==> config.mk <==
export PLATFORM = sky130hd
export DESIGN_NAME = dpwm_hybrid
export DESIGN_NICKNAME = d
export VERILOG_FILES = /design/src/rtl/dpwm_pkg.sv /design/src/rtl/dpwm_period_ctr.sv /design/src/rtl/dpwm_coarse_cmp.sv /design/src/rtl/dpwm_fine_slots.sv /design/src/rtl/dpwm_hybrid.sv
export SDC_FILE = /design/constraint.sdc
export NUM_CORES = 1
export LEC_CHECK = 0
export BUFFER_PORTS_ARGS = -buffer_cell sky130_fd_sc_hd__buf_2
export CAP_MARGIN = 20
export CORE_MARGIN = 1
export CORE_UTILIZATION = 47
export DETAILED_ROUTE_END_ITERATION = 8
export PLACE_DENSITY_LB_ADDON = 0.2
export REMOVE_ABC_BUFFERS = 1
export SYNTH_ARGS = -nofsm -noshare
export SYNTH_HDL_FRONTEND = slang
export SYNTH_HIERARCHICAL = 1
export SYNTH_SLANG_ARGS = --single-unit
==> constraint.sdc <==
create_clock -name clk -period 1.7 [get_ports clk]
set_input_delay 0.085 -clock clk [delete_from_list [all_inputs] [get_ports clk]]
set_output_delay 0.085 -clock clk [all_outputs]
set_load 0.05 [all_outputs]
==> src/rtl/dpwm_pkg.sv <==
package dpwm_pkg;
  localparam int unsigned DUTY_W_DEF = 10;
  localparam int unsigned FINE_W_DEF = 2;

  // classification of one coarse cycle relative to the threshold
  typedef enum logic [1:0] {
    SLOT_LOW  = 2'd0,
    SLOT_HIGH = 2'd1,
    SLOT_EDGE = 2'd2
  } slot_kind_e;
endpackage

==> src/rtl/dpwm_period_ctr.sv <==
module dpwm_period_ctr #(
  parameter int unsigned DUTY_W = dpwm_pkg::DUTY_W_DEF,
  parameter int unsigned FINE_W = dpwm_pkg::FINE_W_DEF
) (
  input  logic              clk,
  input  logic              rst,
  input  logic [DUTY_W-1:0] duty_i,
  output logic [DUTY_W-FINE_W-1:0] cnt_o,
  output logic [DUTY_W-1:0] duty_o,
  output logic              wrap_o
);
  localparam int unsigned CW = DUTY_W - FINE_W;
  localparam logic [CW-1:0] LAST = '1;

  logic [CW-1:0]     cnt_q;
  logic [DUTY_W-1:0] duty_q;

  assign wrap_o = (cnt_q == LAST);
  assign cnt_o  = cnt_q;
  assign duty_o = duty_q;

  always_ff @(posedge clk) begin
    if (rst) begin
      cnt_q  <= '0;
      duty_q <= '0;
    end else begin
      cnt_q <= cnt_q + 1'b1;
      if (wrap_o) duty_q <= duty_i;
    end
  end

  assert_counter_wraps_R2: assert property (@(posedge clk) disable iff (rst)
    (cnt_q == LAST) |=> (cnt_q == '0));

  assert_duty_held_midperiod_R8: assert property (@(posedge clk) disable iff (rst)
    (cnt_q != LAST) |=> $stable(duty_q));
endmodule

==> src/rtl/dpwm_coarse_cmp.sv <==
module dpwm_coarse_cmp #(
  parameter int unsigned CW = 8
) (
  input  logic [CW-1:0]        cnt_i,
  input  logic [CW-1:0]        thresh_i,
  output dpwm_pkg::slot_kind_e kind_o
);
  import dpwm_pkg::*;

  always_comb begin
    if (cnt_i < thresh_i)       kind_o = SLOT_HIGH;
    else if (cnt_i == thresh_i) kind_o = SLOT_EDGE;
    else                        kind_o = SLOT_LOW;
  end
endmodule

==> src/rtl/dpwm_fine_slots.sv <==
module dpwm_fine_slots #(
  parameter int unsigned FINE_W = 2,
  localparam int unsigned SLOTS = 1 << FINE_W
) (
  input  dpwm_pkg::slot_kind_e kind_i,
  input  logic [FINE_W-1:0]    frac_i,
  output logic [SLOTS-1:0]     word_o
);
  import dpwm_pkg::*;

  // slot i (first in time = MSB) is lit in the edge cycle when i < frac
  for (genvar i = 0; i < SLOTS; i++) begin : g_slot
    assign word_o[SLOTS-1-i] = (kind_i == SLOT_HIGH) ||
      ((kind_i == SLOT_EDGE) && ((FINE_W+1)'(i) < {1'b0, frac_i}));
  end
endmodule

==> src/rtl/dpwm_hybrid.sv <==
module dpwm_hybrid #(
  parameter int unsigned DUTY_W = dpwm_pkg::DUTY_W_DEF,
  parameter int unsigned FINE_W = dpwm_pkg::FINE_W_DEF,
  localparam int unsigned CW    = DUTY_W - FINE_W,
  localparam int unsigned SLOTS = 1 << FINE_W
) (
  input  logic              clk,
  input  logic              rst,
  input  logic [DUTY_W-1:0] duty_i,
  output logic              coarse_o,
  output logic [SLOTS-1:0]  slot_word_o,
  output logic              period_start_o
);
  import dpwm_pkg::*;

  logic [CW-1:0]     cnt;
  logic [DUTY_W-1:0] duty_act;
  logic              wrap;
  slot_kind_e        kind;
  logic [SLOTS-1:0]  word_next;

  dpwm_period_ctr #(.DUTY_W(DUTY_W), .FINE_W(FINE_W)) u_ctr (
    .clk(clk), .rst(rst), .duty_i(duty_i),
    .cnt_o(cnt), .duty_o(duty_act), .wrap_o(wrap)
  );

  dpwm_coarse_cmp #(.CW(CW)) u_cmp (
    .cnt_i(cnt), .thresh_i(duty_act[DUTY_W-1:FINE_W]), .kind_o(kind)
  );

  dpwm_fine_slots #(.FINE_W(FINE_W)) u_fine (
    .kind_i(kind), .frac_i(duty_act[FINE_W-1:0]), .word_o(word_next)
  );

  always_ff @(posedge clk) begin
    if (rst) begin
      coarse_o       <= 1'b0;
      slot_word_o    <= '0;
      period_start_o <= 1'b0;
    end else begin
      coarse_o       <= (kind == SLOT_HIGH);
      slot_word_o    <= word_next;
      period_start_o <= (cnt == '0);
    end
  end

  assert_strobe_single_R2: assert property (@(posedge clk) disable iff (rst)
    period_start_o |=> !period_start_o);

  assert_coarse_full_word_R4: assert property (@(posedge clk) disable iff (rst)
    coarse_o |-> (slot_word_o == '1));

  assert_word_is_prefix_R5: assert property (@(posedge clk) disable iff (rst)
    ((SLOTS'(slot_word_o << 1) & ~slot_word_o) == '0));

  assert_fall_after_start_R3: assert property (@(posedge clk) disable iff (rst)
    $fell(coarse_o) |-> !period_start_o);
endmodule

==> metrics.md, run 1 <==
| Metric | Value |
|---|---|
| Final Setup Violations | `0` |
| Layout Utilization | `64.5%` |
| Maximum capacitance violations | `0` |
| Initial antenna violation count | `0` |
| VDD IR max | `0.465 mV` |
| CP max stage delay | `0.35 ns` |
| Reg clk slew, reported paths | `0.13 ns` |
| Top Ports | `18` |
| CP arrival | `1.89 ns` |
| Yosys reg bits | `24` |
| Placed Instances | `184` |
| Count of pins over their slew limit | `0` |
| Data required, critical path | `1.95 ns` |
| Vias in the first global route | `820` |
| Switching Share | `26.5%` |
| Gr usage total | `17.1%` |
| Pre-CTS setup slack | `-0.0386 ns` |
| Syn Area/Cell | `9.09 µm²` |
| Outcome | `completed` |
| Seq pwr share | `54.1%` |
| CP Launch Type | `flip-flop` |
| DR vias | `952` |
| Final worst setup slack | `0.0578 ns` |
| Crit path time final | `1.64 ns` |
| Detailed router's first-iteration violation count | `11` |
| First-pass GRT wire length | `3.45 mm` |
| Maximum level of the CTS H-tree | `1` |
| Internal | `0.000801 W` |
| Half-perimeter wire length after placement | `1.62 mm` |
| Largest net degree at the start of global routing | `19` |
| Area of the multi-input gates | `728 µm²` |
| Routed WL | `2.22 mm` |
| Layout Cells excl Fill | `188` |
| # clock sinks | `24` |
| Crit-path max FO | `4` |
| Register Area | `487 µm²` |
| Clock network power share | `27.3%` |
| CP Class | `flip-flop to flip-flop` |
| CTS buffer count | `3` |
| Setup tns final | `0 ns` |
| Row Count | `17` |
| Slowest CP cell | `dfxtp_1` |
| Ys Warns | `6` |
| Clock buffer depth | `2` |
| Routability Congestion | `0.769` |
| Post-CTS setup buffers | `0` |
| Final Net Count | `182` |
| Post-Syn Instances | `132` |
| Wire per inst | `11.8 µm` |
| Clk root buf | `clkbuf_4` |
| CTS tree | `yes` |
| DRC | `0` |
| Die area | `0.00276 mm²` |
| Tcrit/Tclk final | `96.6%` |
| Number of fill cells | `209` |
| Area grow syn2layout | `24.6%` |
| Comb power frac | `18.6%` |
| NetSw | `0.000289 W` |
| Layout cells sized above 1 | `34.4%` |
| Die H | `52.5 µm` |
| IO Port Bufs | `17` |
| GRT overflow | `0` |
| Max_slew headroom | `81.7%` |
| Drt pass-1 iters | `4` |
| Count of different cell masters after synthesis | `26` |
| Maximum clock rate | `609 MHz` |
| DIE WIDTH | `52.5 µm` |
| Static Leak | `0.620 nW` |
| Post-route ant nets | `0` |
| Setup Skew | `0.00742 ns` |
| Cell chain of the critical path | `ha_1 -> a21oi_2 -> o21ai_2 -> o211a_1 -> nand2b_4 -> o21ai_1 -> nor2b_2` |
| Worst-Skew Late Latency | `0.31 ns` |
| Core area | `0.00232 mm²` |
| Seq/Total Area, Yosys | `40.0%` |
| Via density | `5.06` |
| Hold crit path type | `input pin to flip-flop` |
| Final hold violation count | `0` |
| Crit. End Element | `flip-flop` |
| Ant. Diodes | `0` |
| Mapped cell area | `0.00120 mm²` |
| Pwr/cell area | `729 mW/mm²` |
| Initial Util | `51.8%` |
| Least-Margin Pin Slew | `0.275 ns` |
per-layer routing:
metal / wire length [µm] / global-route usage, %
met1: 1030 / 21.8
met5: 0 / 0
met3: 60 / 2.61
met4: 16 / 7.89
met2: 1110 / 28.1
power groups by stage:
stage                     Clock (W)  Sequential [W]  Combinational [W]
after CTS                  0.000309        0.000589           0.000193
after global placement            0        0.000600           0.000183
after detailed placement          0        0.000601           0.000187
final                      0.000298        0.000590           0.000202
after floorplan                   0        0.000647          0.0000832
after global routing       0.000342        0.000593           0.000217
critical path: cells and delay by family (launching register included):
| family | cells | cell delay (ns) |
|---|---|---|
| simple gates | 2 | 0.33 |
| fa+ha+maj | 1 | 0.33 |
| flops | 1 | 0.35 |
| compound gates | 4 | 0.57 |
cell usage after synthesis:
| library cell | number | area share [%] |
|---|---|---|
| nor2_1 | 7 | 2.2 |
| xnor2_1 | 1 | 0.73 |
| clkbuf_1 | 3 | 0.94 |
| xor2_1 | 2 | 1.5 |
| o211a_1 | 1 | 0.83 |
| mux2i_1 | 10 | 8.3 |
| nand3_1 | 4 | 1.7 |
| nor4_2 | 1 | 1.0 |
| nand2b_4 | 1 | 1.1 |
| ha_1 | 9 | 9.4 |
| o21ai_2 | 1 | 0.73 |
| dfxtp_1 | 24 | 40 |
| inv_1 | 11 | 3.4 |
| buf_6 | 1 | 0.94 |
| or4_1 | 1 | 0.63 |
| nand2_1 | 7 | 2.2 |
| nor2b_1 | 5 | 2.6 |
| nand4_2 | 1 | 1.0 |
| nor3b_1 | 1 | 0.63 |
| nand2b_1 | 20 | 10 |
| a21oi_1 | 8 | 3.3 |
| or3_1 | 4 | 2.1 |
| o21ai_0 | 3 | 1.3 |
| nor2_2 | 1 | 0.52 |
| o21ai_1 | 4 | 1.7 |
| nand2b_2 | 1 | 0.73 |
cell type report:
class                   instances  share of cell area, %
multi-input cells              93                   48.7
flip-flops and latches         24                   32.6
repair buffers                 28                   11.2
inverters                      11                   2.76
clock buffers                   4                   2.43
well taps                      28                   2.34
logic make-up (layout without fill, tap and decap cells):
family	count (synthesis)	after routing	synth area share [%]
xor+xnor	3	3	2.19
mux	10	10	8.34
flops	24	24	40.0
buf+inv	15	43	5.32
compound gates	17	17	7.82
simple gates	54	54	26.9
fa+ha+maj	9	9	9.38
state kept, by name, summed over array words and instances, names as in the netlist:
name and count:
period_start_o 1, coarse_o 1, u_ctr/cnt_o 8, slot_word_o 4, u_ctr/duty_o 10
cell usage in the layout, fill, tap and decap left out:
cell type / Yosys / routed
nand2_2: 0 / 1
buf_4: 0 / 11
dfxtp_2: 0 / 5
nand2b_1: 20 / 20
a21oi_2: 0 / 4
clkbuf_4: 0 / 3
clkbuf_8: 0 / 1
inv_1: 11 / 11
nor2_1: 7 / 6
nand2b_4: 1 / 2
nor2b_1: 5 / 4
or3_1: 4 / 4
dfxtp_1: 24 / 19
nor2_2: 1 / 2
o21ai_2: 1 / 3
ha_1: 9 / 6
nand3_1: 4 / 4
nor3b_1: 1 / 1
or4_1: 1 / 1
nor2b_2: 0 / 1
nor4_2: 1 / 1
o21ai_1: 4 / 2
xor2_1: 2 / 2
o21ai_0: 3 / 3
mux2i_1: 10 / 10
a21oi_1: 8 / 4
ha_4: 0 / 3
xnor2_1: 1 / 1
o211a_1: 1 / 1
nand2_1: 7 / 6
nand4_2: 1 / 1
buf_2: 0 / 17
stage by stage:
step	hold WS (ns)	total power, W	area (µm²)
after floorplan	0.152	0.000730	1180
after global placement	0.347	0.000784	1380
after detailed placement	0.353	0.000788	1380
after CTS	0.00521	0.00109	1430
after global routing	0.00223	0.00115	1500
final	0.0136	0.00109	1500
final timing paths:
kind,start,to,slack (ns),depth (start not counted)
worst max-delay path,u_ctr/cnt_o[3],slot_word_o[1],0.06,7
worst min-delay path,duty_i[3],u_ctr/duty_o[3],0.01,3
worst max register to register,u_ctr/cnt_o[3],slot_word_o[1],0.06,7
worst min register to register,u_ctr/duty_o[9],u_ctr/duty_o[9],0.48,2
what timing repair did:
action,in CTS,in global routing
hold buffers,0,0
pin swaps,2,5
endpoints found under the setup margin,4,5
gates resized for setup,5,13
Power figures use the tool's default switching activity.
==> run 2, diff against run 1 <==
Settings changed: CORE_MARGIN 1 to 5.
==> run 2 against run 1 <==
Net effect: cell area decreased by 1.3%; worst hold slack improved by 0.0016 ns; clock power decreased by 17%; register-to-register slack improved by 0.03 ns; wire length increased by 0.18%; clock skew decreased by 0.0062 ns; sequential cell count unchanged; critical path type unchanged; largest power group unchanged; highest routed layer unchanged.
==> metrics.md, run 2 (same netlist as run 1, synthesis figures left out) <==
| Metric | Value |
|---|---|
| Outcome | `completed` |
| CP arrival | `1.81 ns (-0.08 ns)` |
| Final Net Count | `182 (unchanged)` |
| Post-route ant nets | `0 (unchanged)` |
| Crit. End Element | `flip-flop` |
| Reg2Reg Depth | `7 (unchanged)` |
| Wire per inst | `11.8 µm (-0.35%)` |
| Hold crit path type | `input pin to flip-flop` |
| Static Leak | `0.612 nW (-1.4%)` |
| Top Ports | `18 (unchanged)` |
| Cell chain of the critical path | `ha_1 -> nand2_2 -> o21ai_2 -> o211a_1 -> nand2b_4 -> o21ai_2 -> nor2b_2` |
| Origin of the worst min-delay path | `duty_i[9]` |
| Hold Path Depth | `3 (unchanged)` |
| Worst r2r dst | `slot_word_o[2]` |
| CP most frequent cell | `o21ai_2` |
| Half-perimeter wire length after placement | `1.62 mm (-0.12%)` |
| R2r setup slk | `0.09 ns (+0.03 ns)` |
| Largest net degree at the start of global routing | `20 (+1)` |
| Commonest non-fill, non-tap cell in the layout | `nand2b_1` |
| First-pass GRT wire length | `3.38 mm (-2.0%)` |
| Area grow syn2layout | `22.9%` |
| DR vias | `926 (-2.7%)` |
| Routability Congestion | `0.713 (-7.4%)` |
| Worst r2r src | `u_ctr/cnt_o[6]` |
| Clock buffer depth | `2 (unchanged)` |
| VDD IR max | `0.420 mV (-9.8%)` |
| Pre-CTS setup slack | `-0.0399 ns (-0.00129 ns)` |
| Routed WL | `2.23 mm (+0.18%)` |
| Max FFs per register | `10 (unchanged)` |
| Data required, critical path | `1.90 ns (-0.05 ns)` |
| Count of pins over their slew limit | `0 (unchanged)` |
| Fin area | `0.00148 mm² (-1.3%)` |
| Gr usage total | `12.7% (-4.4 points)` |
| Die area | `0.00366 mm² (+33%)` |
| Reg clk slew, reported paths | `0.13 ns (about the same)` |
| Hold endpoint | `u_ctr/duty_o[9]` |
| Final hold violation count | `0 (unchanged)` |
| Maximum clock rate | `621 MHz (+2.0%)` |
| DRC | `0 (unchanged)` |
| CP Class | `flip-flop to flip-flop` |
| Tcrit/Tclk final | `94.7% (-1.9 points)` |
| Number of fill cells | `229 (+9.6%)` |
| Initial antenna violation count | `0 (unchanged)` |
| CP max stage delay | `0.38 ns (+0.03 ns)` |
| GRT overflow | `0 (unchanged)` |
| Worst-Skew Late Latency | `0.30 ns (about the same)` |
| CP Launch Type | `flip-flop` |
| Clk root buf | `clkbuf_4` |
| DIE WIDTH | `60.5 µm (+15%)` |
| Drt pass-1 iters | `4 (unchanged)` |
| WP buf/inv | `0 (unchanged)` |
| Max_slew headroom | `80.7% (-0.95 points)` |
| Vias in the first global route | `846 (+3.2%)` |
| Maximum level of the CTS H-tree | `1 (unchanged)` |
| # clock sinks | `24 (unchanged)` |
| Delay-heaviest family, CP | `compound AO/OA/AOI/OAI gates` |
| IO Port Bufs | `17 (unchanged)` |
| Crit-path max FO | `5 (+1)` |
| Placement Cell Area | `0.00138 mm² (-0.36%)` |
| Crit path time final | `1.61 ns (-0.0327 ns)` |
| Final Setup Violations | `0 (unchanged)` |
| CTS buffer count | `3 (unchanged)` |
| Final worst setup slack | `0.0904 ns (+0.0327 ns)` |
| Maximum capacitance violations | `0 (unchanged)` |
| Most frequent cells in the layout | `nand2b_1 (20), dfxtp_1 (19), buf_2 (17), buf_4 (11), inv_1 (11)` |
| Ant. Diodes | `0 (unchanged)` |
| Setup Skew | `0.00123 ns (-0.00618 ns)` |
| Least-Margin Pin Slew | `0.289 ns (+0.0142 ns)` |
| Detailed router's first-iteration violation count | `19 (+8)` |
| Via density | `4.90 (-3.2%)` |
| Slowest CP cell | `dfxtp_1` |
| CTS tree | `yes` |
| Die H | `60.5 µm (+15%)` |
| Initial Util | `48.9% (-2.9 points)` |
| Pwr/cell area | `706 mW/mm² (-3.3%)` |
| Row Count | `18 (+1)` |
| Core area | `0.00245 mm² (+5.9%)` |
| Layout cells sized above 1 | `34.0% (-0.41 points)` |
run 2: changes by cell type in the layout (fill, tap and decap cells not counted), sizes merged:
cell	delta
clkbuf	-1
run 2: layout make-up:
cell class	count	area (µm²)	share of cell area (%)
clock buffers	3	22.5	1.53
well taps	30	37.5	2.54
inverters	11	41.3	2.80
multi-input cells	93	719	48.8
flip-flops and latches	24	487	33.0
repair buffers	28	168	11.4
run 2: worst register-to-register path: stages, from the launching register on:
cell and delay (ns):
dfxtp_1 0.38, ha_1 0.31, nand2_2 0.07, o21ai_2 0.15, o211a_1 0.25, nand2b_4 0.16, o21ai_2 0.05, nor2b_2 0.15
run 2: worst max path at each step:
stage                    startpoint              to  slack (ns)  depth (start not counted)
finish               u_ctr/cnt_o[6]  slot_word_o[2]        0.09                          7
detailed placement  u_ctr/duty_o[9]  slot_word_o[2]       -0.04                          8
floorplan            u_ctr/cnt_o[3]  slot_word_o[1]        0.12                          7
CTS                 u_ctr/duty_o[3]  slot_word_o[3]        0.02                          8
global route         u_ctr/cnt_o[6]  slot_word_o[1]      -0.007                          7
global placement    u_ctr/duty_o[9]  slot_word_o[1]        0.04                          8
run 2: power by group:
group          internal (W)  total [W]  switching (W)
registers          0.000581   0.000588     0.00000742
clock network     0.0000827   0.000246       0.000164
logic             0.0000932   0.000206       0.000113
run 2: stage by stage:
stage               total power [W]  utilization, %  cells  hold WS (ns)  setup TNS (ns)
floorplan                  0.000730               -    128         0.152               0
global placement           0.000784            56.0    185         0.345               0
detailed placement         0.000787            56.0    185         0.354         -0.0727
CTS                         0.00104            57.6    189       0.00920               0
global route                0.00109            60.1    189        0.0109        -0.00676
finish                      0.00104            60.1    189        0.0152               0
run 2: per-layer routing:
metal | up-vias | track usage (%) | routed length (µm)
met4 | 0 | 6.50 | 16
met1 | 417 | 14.5 | 1030
met5 | - | 0 | 0
met3 | 2 | 3.19 | 80
li1 | 495 | - | -
met2 | 12 | 21.9 | 1100
run 2: what timing repair did:
| action | CTS | global route |
|---|---|---|
| pin swaps | 1 | 5 |
| buffers inserted | 1 | 0 |
| setup endpoints to repair | 3 | 4 |
| hold buffers | 0 | 0 |
| resized for setup | 4 | 14 |
